==> src/rtl/i2c_ee_pkg.sv <==
package i2c_ee_pkg;

   typedef enum logic [2:0] {
      ST_IDLE,
      ST_ADDR,
      ST_ACK_A,
      ST_WBYTE,
      ST_ACK_W,
      ST_RBYTE,
      ST_RACK,
      ST_RACKD
   } bus_st_t;

   typedef enum logic [1:0] {
      OFS_NONE,
      OFS_HALF,
      OFS_FULL
   } ofs_cnt_t;

   typedef struct packed {
      logic scl_rise;
      logic scl_fall;
      logic start;
      logic stop;
      logic sda;
   } bus_evt_t;

endpackage

==> src/rtl/i2c_ee_sync.sv <==
module i2c_ee_sync
   import i2c_ee_pkg::*;
#(
   parameter int STAGES = 2
) (
   input  logic     clk,
   input  logic     rst_n,
   input  logic     scl_i,
   input  logic     sda_i,
   output bus_evt_t evt
);

   logic [STAGES-1:0] scl_sh;
   logic [STAGES-1:0] sda_sh;
   logic              scl_p;
   logic              sda_p;
   logic              scl_s;
   logic              sda_s;

   always_ff @(posedge clk) begin
      if (!rst_n) begin
         scl_sh <= '1;
         sda_sh <= '1;
         scl_p  <= 1'b1;
         sda_p  <= 1'b1;
      end else begin
         scl_sh <= {scl_sh[STAGES-2:0], scl_i};
         sda_sh <= {sda_sh[STAGES-2:0], sda_i};
         scl_p  <= scl_s;
         sda_p  <= sda_s;
      end
   end

   assign scl_s = scl_sh[STAGES-1];
   assign sda_s = sda_sh[STAGES-1];

   always_comb begin
      evt.scl_rise = scl_s & ~scl_p;
      evt.scl_fall = ~scl_s & scl_p;
      evt.start    = scl_s & scl_p & sda_p & ~sda_s;
      evt.stop     = scl_s & scl_p & ~sda_p & sda_s;
      evt.sda      = sda_s;
   end

endmodule

==> src/rtl/i2c_ee_mem.sv <==
module i2c_ee_mem #(
   parameter int DEPTH = 256,
   parameter int AW    = 8,
   parameter bit CLEAR = 1'b0
) (
   input  logic          clk,
   input  logic          rst_n,
   input  logic          we,
   input  logic [AW-1:0] waddr,
   input  logic [7:0]    wdata,
   input  logic [AW-1:0] raddr,
   output logic [7:0]    rdata
);

   logic [7:0] mem [DEPTH];

   generate
      if (CLEAR) begin : g_clear
         always_ff @(posedge clk) begin
            if (!rst_n) begin
               for (int i = 0; i < DEPTH; i++) mem[i] <= 8'h00;
            end else if (we) begin
               mem[waddr] <= wdata;
            end
         end
      end else begin : g_plain
         always_ff @(posedge clk) begin
            if (we) mem[waddr] <= wdata;
         end
      end
   endgenerate

   assign rdata = mem[raddr];

endmodule

==> src/rtl/i2c_ee_offset.sv <==
module i2c_ee_offset
   import i2c_ee_pkg::*;
#(
   parameter int AW = 8
) (
   input  logic          clk,
   input  logic          rst_n,
   input  logic          legacy_fill,
   input  logic          wr_hit,
   input  logic          byte_done,
   input  logic [7:0]    rx_byte,
   input  logic          rd_load,
   output logic          mem_we,
   output logic [AW-1:0] mem_waddr,
   output logic [AW-1:0] mem_raddr,
   output logic          force_ff
);

   localparam logic [AW-1:0] PTR_ONE  = AW'(1);
   localparam logic [AW-1:0] PTR_LAST = '1;

   logic [AW-1:0] offset;
   logic [7:0]    hold;
   ofs_cnt_t      got;
   logic [AW-1:0] hold_eff;
   logic          half_resolve;
   logic          ptr_inc;

   assign hold_eff     = AW'(hold);
   assign half_resolve = (got == OFS_HALF) && !legacy_fill;
   assign force_ff     = (got == OFS_HALF) && legacy_fill;
   assign mem_we       = byte_done && (got == OFS_FULL);
   assign mem_waddr    = offset;
   assign mem_raddr    = half_resolve ? hold_eff : offset;
   assign ptr_inc      = mem_we || (rd_load && (got != OFS_HALF));

   always_ff @(posedge clk) begin
      if (!rst_n) begin
         offset <= '0;
         hold   <= 8'h00;
         got    <= OFS_NONE;
      end else if (wr_hit) begin
         got <= OFS_NONE;
      end else if (byte_done) begin
         unique case (got)
            OFS_NONE: begin
               hold <= rx_byte;
               got  <= OFS_HALF;
            end
            OFS_HALF: begin
               offset <= AW'({hold, rx_byte});
               got    <= OFS_FULL;
            end
            default: offset <= offset + PTR_ONE;
         endcase
      end else if (rd_load) begin
         if (got == OFS_HALF) begin
            if (!legacy_fill) begin
               offset <= hold_eff + PTR_ONE;
               got    <= OFS_FULL;
            end
         end else begin
            offset <= offset + PTR_ONE;
         end
      end
   end

   a_r3_count_range: assert property (@(posedge clk) disable iff (!rst_n)
      got != 2'd3);

   a_r5_offset_wrap: assert property (@(posedge clk) disable iff (!rst_n)
      (ptr_inc && offset == PTR_LAST) |=> offset == '0);

   a_r6_half_resolve: assert property (@(posedge clk) disable iff (!rst_n)
      (rd_load && got == OFS_HALF && !legacy_fill)
      |=> (got == OFS_FULL && offset == $past(hold_eff) + PTR_ONE));

   a_r8_legacy_hold: assert property (@(posedge clk) disable iff (!rst_n)
      (rd_load && got == OFS_HALF && legacy_fill)
      |=> ($stable(offset) && got == OFS_HALF));

endmodule

==> src/rtl/i2c_offset_eeprom.sv <==
module i2c_offset_eeprom
   import i2c_ee_pkg::*;
#(
   parameter logic [6:0] DEV_ADDR    = 7'h50,
   parameter int         MEM_BYTES   = 256,
   parameter int         SYNC_STAGES = 2,
   parameter bit         MEM_CLEAR   = 1'b0
) (
   input  logic clk,
   input  logic rst_n,
   input  logic scl_i,
   input  logic sda_i,
   input  logic legacy_fill,
   output logic sda_pull
);

   localparam int AW = $clog2(MEM_BYTES);

   generate
      if ((1 << AW) != MEM_BYTES) begin : g_bad_size
         $error("MEM_BYTES must be a power of two");
      end
      if (AW < 4 || AW > 16) begin : g_bad_range
         $error("MEM_BYTES must lie between 16 and 65536");
      end
      if (SYNC_STAGES < 2) begin : g_bad_sync
         $error("SYNC_STAGES must be at least 2");
      end
   endgenerate

   bus_evt_t      evt;
   bus_st_t       state;
   logic [3:0]    cnt;
   logic [7:0]    shreg;
   logic [7:0]    txreg;
   logic          rw;
   logic          sda_oe_q;

   logic          wr_hit;
   logic          byte_done;
   logic          rd_load;
   logic          addr_match;
   logic          mem_we;
   logic [AW-1:0] mem_waddr;
   logic [AW-1:0] mem_raddr;
   logic [7:0]    mem_rdata;
   logic          force_ff;
   logic [7:0]    load_byte;

   i2c_ee_sync #(.STAGES(SYNC_STAGES)) u_sync (
      .clk   (clk),
      .rst_n (rst_n),
      .scl_i (scl_i),
      .sda_i (sda_i),
      .evt   (evt)
   );

   assign addr_match = (shreg[7:1] == DEV_ADDR);
   assign wr_hit     = (state == ST_ADDR) && evt.scl_fall && (cnt == 4'd8)
                       && addr_match && !shreg[0];
   assign byte_done  = (state == ST_WBYTE) && evt.scl_fall && (cnt == 4'd8);
   assign rd_load    = evt.scl_fall
                       && (((state == ST_ACK_A) && rw) || (state == ST_RACKD));
   assign load_byte  = force_ff ? 8'hFF : mem_rdata;

   i2c_ee_offset #(.AW(AW)) u_ofs (
      .clk         (clk),
      .rst_n       (rst_n),
      .legacy_fill (legacy_fill),
      .wr_hit      (wr_hit),
      .byte_done   (byte_done),
      .rx_byte     (shreg),
      .rd_load     (rd_load),
      .mem_we      (mem_we),
      .mem_waddr   (mem_waddr),
      .mem_raddr   (mem_raddr),
      .force_ff    (force_ff)
   );

   i2c_ee_mem #(.DEPTH(MEM_BYTES), .AW(AW), .CLEAR(MEM_CLEAR)) u_mem (
      .clk   (clk),
      .rst_n (rst_n),
      .we    (mem_we),
      .waddr (mem_waddr),
      .wdata (shreg),
      .raddr (mem_raddr),
      .rdata (mem_rdata)
   );

   always_ff @(posedge clk) begin
      if (!rst_n) begin
         state    <= ST_IDLE;
         cnt      <= 4'd0;
         shreg    <= 8'h00;
         txreg    <= 8'h00;
         rw       <= 1'b0;
         sda_oe_q <= 1'b0;
      end else if (evt.start) begin
         state    <= ST_ADDR;
         cnt      <= 4'd0;
         sda_oe_q <= 1'b0;
      end else if (evt.stop) begin
         state    <= ST_IDLE;
         sda_oe_q <= 1'b0;
      end else begin
         unique case (state)
            ST_ADDR, ST_WBYTE: begin
               if (evt.scl_rise) begin
                  shreg <= {shreg[6:0], evt.sda};
                  cnt   <= cnt + 4'd1;
               end else if (evt.scl_fall && cnt == 4'd8) begin
                  if (state == ST_WBYTE) begin
                     sda_oe_q <= 1'b1;
                     state    <= ST_ACK_W;
                  end else if (addr_match) begin
                     sda_oe_q <= 1'b1;
                     rw       <= shreg[0];
                     state    <= ST_ACK_A;
                  end else begin
                     state <= ST_IDLE;
                  end
               end
            end
            ST_ACK_A, ST_RACKD: begin
               if (evt.scl_fall) begin
                  if (state == ST_RACKD || rw) begin
                     txreg    <= load_byte;
                     sda_oe_q <= ~load_byte[7];
                     cnt      <= 4'd1;
                     state    <= ST_RBYTE;
                  end else begin
                     sda_oe_q <= 1'b0;
                     cnt      <= 4'd0;
                     state    <= ST_WBYTE;
                  end
               end
            end
            ST_ACK_W: begin
               if (evt.scl_fall) begin
                  sda_oe_q <= 1'b0;
                  cnt      <= 4'd0;
                  state    <= ST_WBYTE;
               end
            end
            ST_RBYTE: begin
               if (evt.scl_fall) begin
                  if (cnt == 4'd8) begin
                     sda_oe_q <= 1'b0;
                     state    <= ST_RACK;
                  end else begin
                     sda_oe_q <= ~txreg[3'd7 - cnt[2:0]];
                     cnt      <= cnt + 4'd1;
                  end
               end
            end
            ST_RACK: begin
               if (evt.scl_rise) begin
                  state <= evt.sda ? ST_IDLE : ST_RACKD;
               end
            end
            default: sda_oe_q <= 1'b0;
         endcase
      end
   end

   assign sda_pull = sda_oe_q;

   a_r2_idle_quiet: assert property (@(posedge clk) disable iff (!rst_n)
      (state == ST_IDLE) |-> !sda_oe_q);

   a_r10_stop_release: assert property (@(posedge clk) disable iff (!rst_n)
      evt.stop |=> (state == ST_IDLE && !sda_oe_q));

   a_r4_nack_ends: assert property (@(posedge clk) disable iff (!rst_n)
      (state == ST_RACK && evt.scl_rise && evt.sda) |=> state == ST_IDLE);

   a_r10_start_addr: assert property (@(posedge clk) disable iff (!rst_n)
      evt.start |=> (state == ST_ADDR && cnt == 4'd0));

endmodule

==> config.mk <==
export PLATFORM = sky130hd
export DESIGN_NAME = i2c_offset_eeprom
export DESIGN_NICKNAME = d
export VERILOG_FILES = /design/src/rtl/i2c_ee_pkg.sv /design/src/rtl/i2c_ee_sync.sv /design/src/rtl/i2c_ee_mem.sv /design/src/rtl/i2c_ee_offset.sv /design/src/rtl/i2c_offset_eeprom.sv
export SDC_FILE = /design/constraint.sdc
export NUM_CORES = 2
export LEC_CHECK = 0
export ABC_AREA = 1
export BUFFER_PORTS_ARGS = -buffer_cell sky130_fd_sc_hd__buf_4
export CORE_MARGIN = 1
export CORE_UTILIZATION = 30
export CTS_CLUSTER_DIAMETER = 80
export DETAILED_ROUTE_END_ITERATION = 7
export GPL_TIMING_DRIVEN = 0
export PLACE_DENSITY = 0.51
export SYNTH_ARGS = -nofsm -noshare
export SYNTH_HDL_FRONTEND = slang
export SYNTH_SLANG_ARGS = --single-unit
==> constraint.sdc <==
create_clock -name clk -period 14.4 [get_ports clk]
set_input_delay 0.72 -clock clk [delete_from_list [all_inputs] [get_ports clk]]
set_output_delay 0.72 -clock clk [all_outputs]
set_load 0.05 [all_outputs]
==> flow_metrics.py <==
metrics = {
    "logic_synthesis": {
        "synth_top_family_by_area": "compound AO/OA/AOI/OAI gates",
        "synthXorXnorAreaFrac_pct": 0.0720,
        "synth_cells": 6823,
        "synth-seq-cells": 2097,
        "synthAdderAreaFrac_pct": 0.103,
        "yosys_warnings": 0,
        "synth_cell_types": 43,
        "syn_nets": 6835,
        "syn-mean-instance-area_um2": 12.5,
        "synth-compound-area-share_pct": 11.7,
        "yosysSeqAreaShare_pct": 73.4,
        "synthMuxAreaShare_pct": 0,
        "synthSimpleGateAreaFrac_pct": 11.0,
        "syn-cell-area_um2": 85200,
    },
    "global_routing": {
        "grtUsageMet3_pct": 9.97,
        "use_met2_pct": 39.7,
        "antenna_found_initial": 30,
        "top_usage_layer": "met2",
        "grt_util_all_layers_pct": 27.8,
        "grt_max_degree": 91,
        "globalRouteOverflowTotal": 0,
        "use_met1_pct": 35.5,
        "grt_pass1_wl_mm": 531,
        "grt_pass1_vias": 58100,
    },
    "die": {
        "num_rows": 195,
        "start_util_pct": 30.2,
        "pin_count": 6,
        "core_um2": 282000,
        "dieHeight_um": 535,
        "die_w_um": 535,
        "die_area_um2": 286000,
    },
    "placed_design": {
        "preCtsSetupSlack_ns": 8.65,
        "dp_hpwl_mm": 284,
        "dpl-instance-area_um2": 91800,
        "place.gp.congestion": 1.00,
        "dp.cells": 10700,
        "port_buffers": 5,
    },
    "pwr": {
        "power.leakage_nw": 36.4,
        "p_total_mw": 12.4,
        "power_density_nw_per_um2": 125,
        "vdd_ir_drop_max_uv": 102,
    },
    "detailed_routing": {
        "viasPerCell": 5.82,
        "drt_wl_total_mm": 408,
        "antenna_left": 0,
        "drt_iter0_drc": 12200,
        "drcViolationCount": 0,
        "vias": 64500,
        "detail_route.wl_per_cell_um": 36.8,
        "drt_first_pass_iters": 8,
    },
    "worst_setup_path": {
        "path_class": "flip-flop to flip-flop",
        "r2r_cells": 16,
        "cp-end-kind": "flip-flop",
        "arrival_ns": 6.29,
        "worstReg2RegEnd": "txreg[2]$_SDFFE_PN0P_",
        "critPathMostFrequentCell": "nand3_1",
        "start_kind": "flip-flop",
        "r2r_start": "u_ofs.got[1]$_SDFFE_PP0P_",
        "slowest_stage": "buf_2",
        "r2r_slack_ns": 8.87,
        "crit_buf_inv": 6,
        "path_cells": "inv_2, nand3_2, buf_6, o21ai_2, buf_2, buf_2, buf_2, o221ai_1, o211ai_1, nand3_1, nand3_1, nand3_1, nand3_1, nand3_1, nand2_1, inv_1",
        "cp_max_fo": 11,
        "crit_family": "buffers and inverters",
        "cpPeakStageDelay_ns": 0.73,
        "worstPathRequired_ns": 15.16,
    },
    "min_path": {
        "hold_class": "input port to flip-flop",
        "min_from": "scl_i",
        "hold_end": "u_sync.scl_sh[0]$_SDFF_PN1_",
        "hold_depth": 2,
    },
    "status": {
        "status": "finished, violations left",
        "violations": "max-capacitance violations, max-slew violations",
    },
    "timing": {
        "fin_crit_ns": 5.53,
        "hold_slack_ns": 0.0416,
        "grt_setup_unrepaired": "false",
        "timing.final.crit_share_pct": 38.4,
        "fin_setup_tns_ns": 0,
        "setup_ws_ns": 8.87,
        "finalHoldViolCount": 0,
        "finalSetupViolations": 0,
        "timing.fmax_mhz": 181,
        "skew_ns": 0.0933,
        "report.final.slew_viol_count": 187,
        "slew_headroom_pct": -9.35,
        "worstMarginPinSlew_ns": 1.64,
    },
    "cts": {
        "cts_resized": 0,
        "ctsHoldBuffers": 0,
        "h-tree-depth": 4,
        "cts_tree": "done",
        "clock_latency_ns": 0.95,
        "cts.sinks": 2097,
        "clk_path_buf_depth": 3,
        "clk_pin_slew_ns": 0.06,
        "clock-root-buffer": "clkbuf_16",
        "cts_buffers": 223,
        "cts_setup_buffers": 0,
    },
    "layout": {
        "ff_latch_area_um2": 62500,
        "area_growth_pct": 16.2,
        "nets": 7153,
        "stdcell_count": 11100,
        "multi_input_area_um2": 19600,
        "final_core_util_pct": 35.1,
        "fin_area_um2": 99000,
        "drive_above_1_share_pct": 9.99,
        "fillers": 27500,
    },
    "flow_run": {
        "maxCapViolCount": 21,
    },
}
worst max path at each step:
stage,startpoint,to,depth (start not counted)
2_1_floorplan,shreg[2]$_SDFFE_PN0P_,sda_pull$_SDFFE_PP0P_,6
3_3_place_gp,shreg[2]$_SDFFE_PN0P_,sda_pull$_SDFFE_PP0P_,6
3_5_place_dp,legacy_fill,txreg[2]$_SDFFE_PN0P_,18
4_1_cts,u_ofs.got[1]$_SDFFE_PP0P_,txreg[2]$_SDFFE_PN0P_,17
5_1_grt,u_ofs.got[1]$_SDFFE_PP0P_,txreg[2]$_SDFFE_PN0P_,16
6_report,u_ofs.got[1]$_SDFFE_PP0P_,txreg[2]$_SDFFE_PN0P_,16
area by class of cell:
cell class,count,area share (%)
sequential,2097,63.2
multi-input combinational,3944,19.8
clock buffer,279,5.87
tap,3743,4.73
buffer,486,2.21
timing repair buffer,93,1.73
clock inverter,122,1.24
inverter,296,1.12
antenna,33,0.0834
metal layers:
| layer | vias up | part of all wire [%] |
|---|---|---|
| met5 | - | 0.023 |
| met4 | 14 | 7.2 |
| met3 | 1094 | 14 |
| met2 | 5155 | 42 |
| met1 | 32500 | 37 |
| li1 | 25700 | - |
cell usage after synthesis (all sizes together):
library cell     n  share of area (%)
o221ai          95               0.98
nand4            2              0.032
nand2          427                1.9
dfxtp           49                1.2
a211oi           8              0.071
a41oi            1              0.010
nand3b           7              0.062
a2111oi          1              0.010
o22ai          106               0.78
a21oi           34               0.20
clkinv           1             0.0044
inv            295                1.3
buf            252                1.5
edfxtp        2048                 72
o21bai           1             0.0088
o2111ai          1              0.010
nor4             3              0.022
nand3          500                2.9
nor2          1331                5.9
xor2             5              0.051
o211ai         450                4.0
ha               7               0.10
clkbuf         234                1.0
or2              4              0.029
xnor2            2              0.021
a31oi            2              0.015
a221oi           3              0.031
nor3            13               0.10
o21ai          941                5.6
report_power, final:
part           leakage (nW)  total [mW]  internal (mW)  switching (mW)
Combinational          9.32      0.0552         0.0153          0.0398
Clock                  3.39        5.69           3.13            2.56
Sequential             23.7        6.61           6.61         0.00715
placed cells by master (no fill, tap or decap), types with 8 or more instances in the layout:
cell and n:
dfxtp_1 41, nand2_1 425, nor2_1 1245, edfxtp_1 2048, buf_8 38, clkbuf_1 283, nor2_2 86, buf_2 206
bufinv_16 15, diode_2 33, dfxtp_4 8, o211ai_1 450, o21ai_1 117, buf_6 13, inv_1 289, buf_1 24
clkinv_2 25, clkinv_16 10, nand3_1 499, nor3_1 8, o221ai_1 95, clkinv_1 61, o21ai_0 820, clkbuf_16 224
a21oi_1 34, buf_4 27, a211oi_1 8, buf_16 34, o22ai_1 106
state kept, by name, summed over array words and instances (netlist names):
name and flops:
u_sync.sda_p 1, u_ofs.got 2, cnt 4, txreg 8, rw 1, sda_pull 1, u_sync.scl_p 1, shreg 8
u_sync.scl_sh 2, u_ofs.mem_waddr 8, u_mem.mem 2048, u_sync.sda_sh 2, u_ofs.hold 8, state 3
cells by family after synthesis:
kind of cell | Yosys count
fa+ha+maj | 7
xor+xnor | 7
compound gates | 1643
buf+inv | 782
flops | 2097
simple gates | 2287
(Power assumes the default switching activity.)
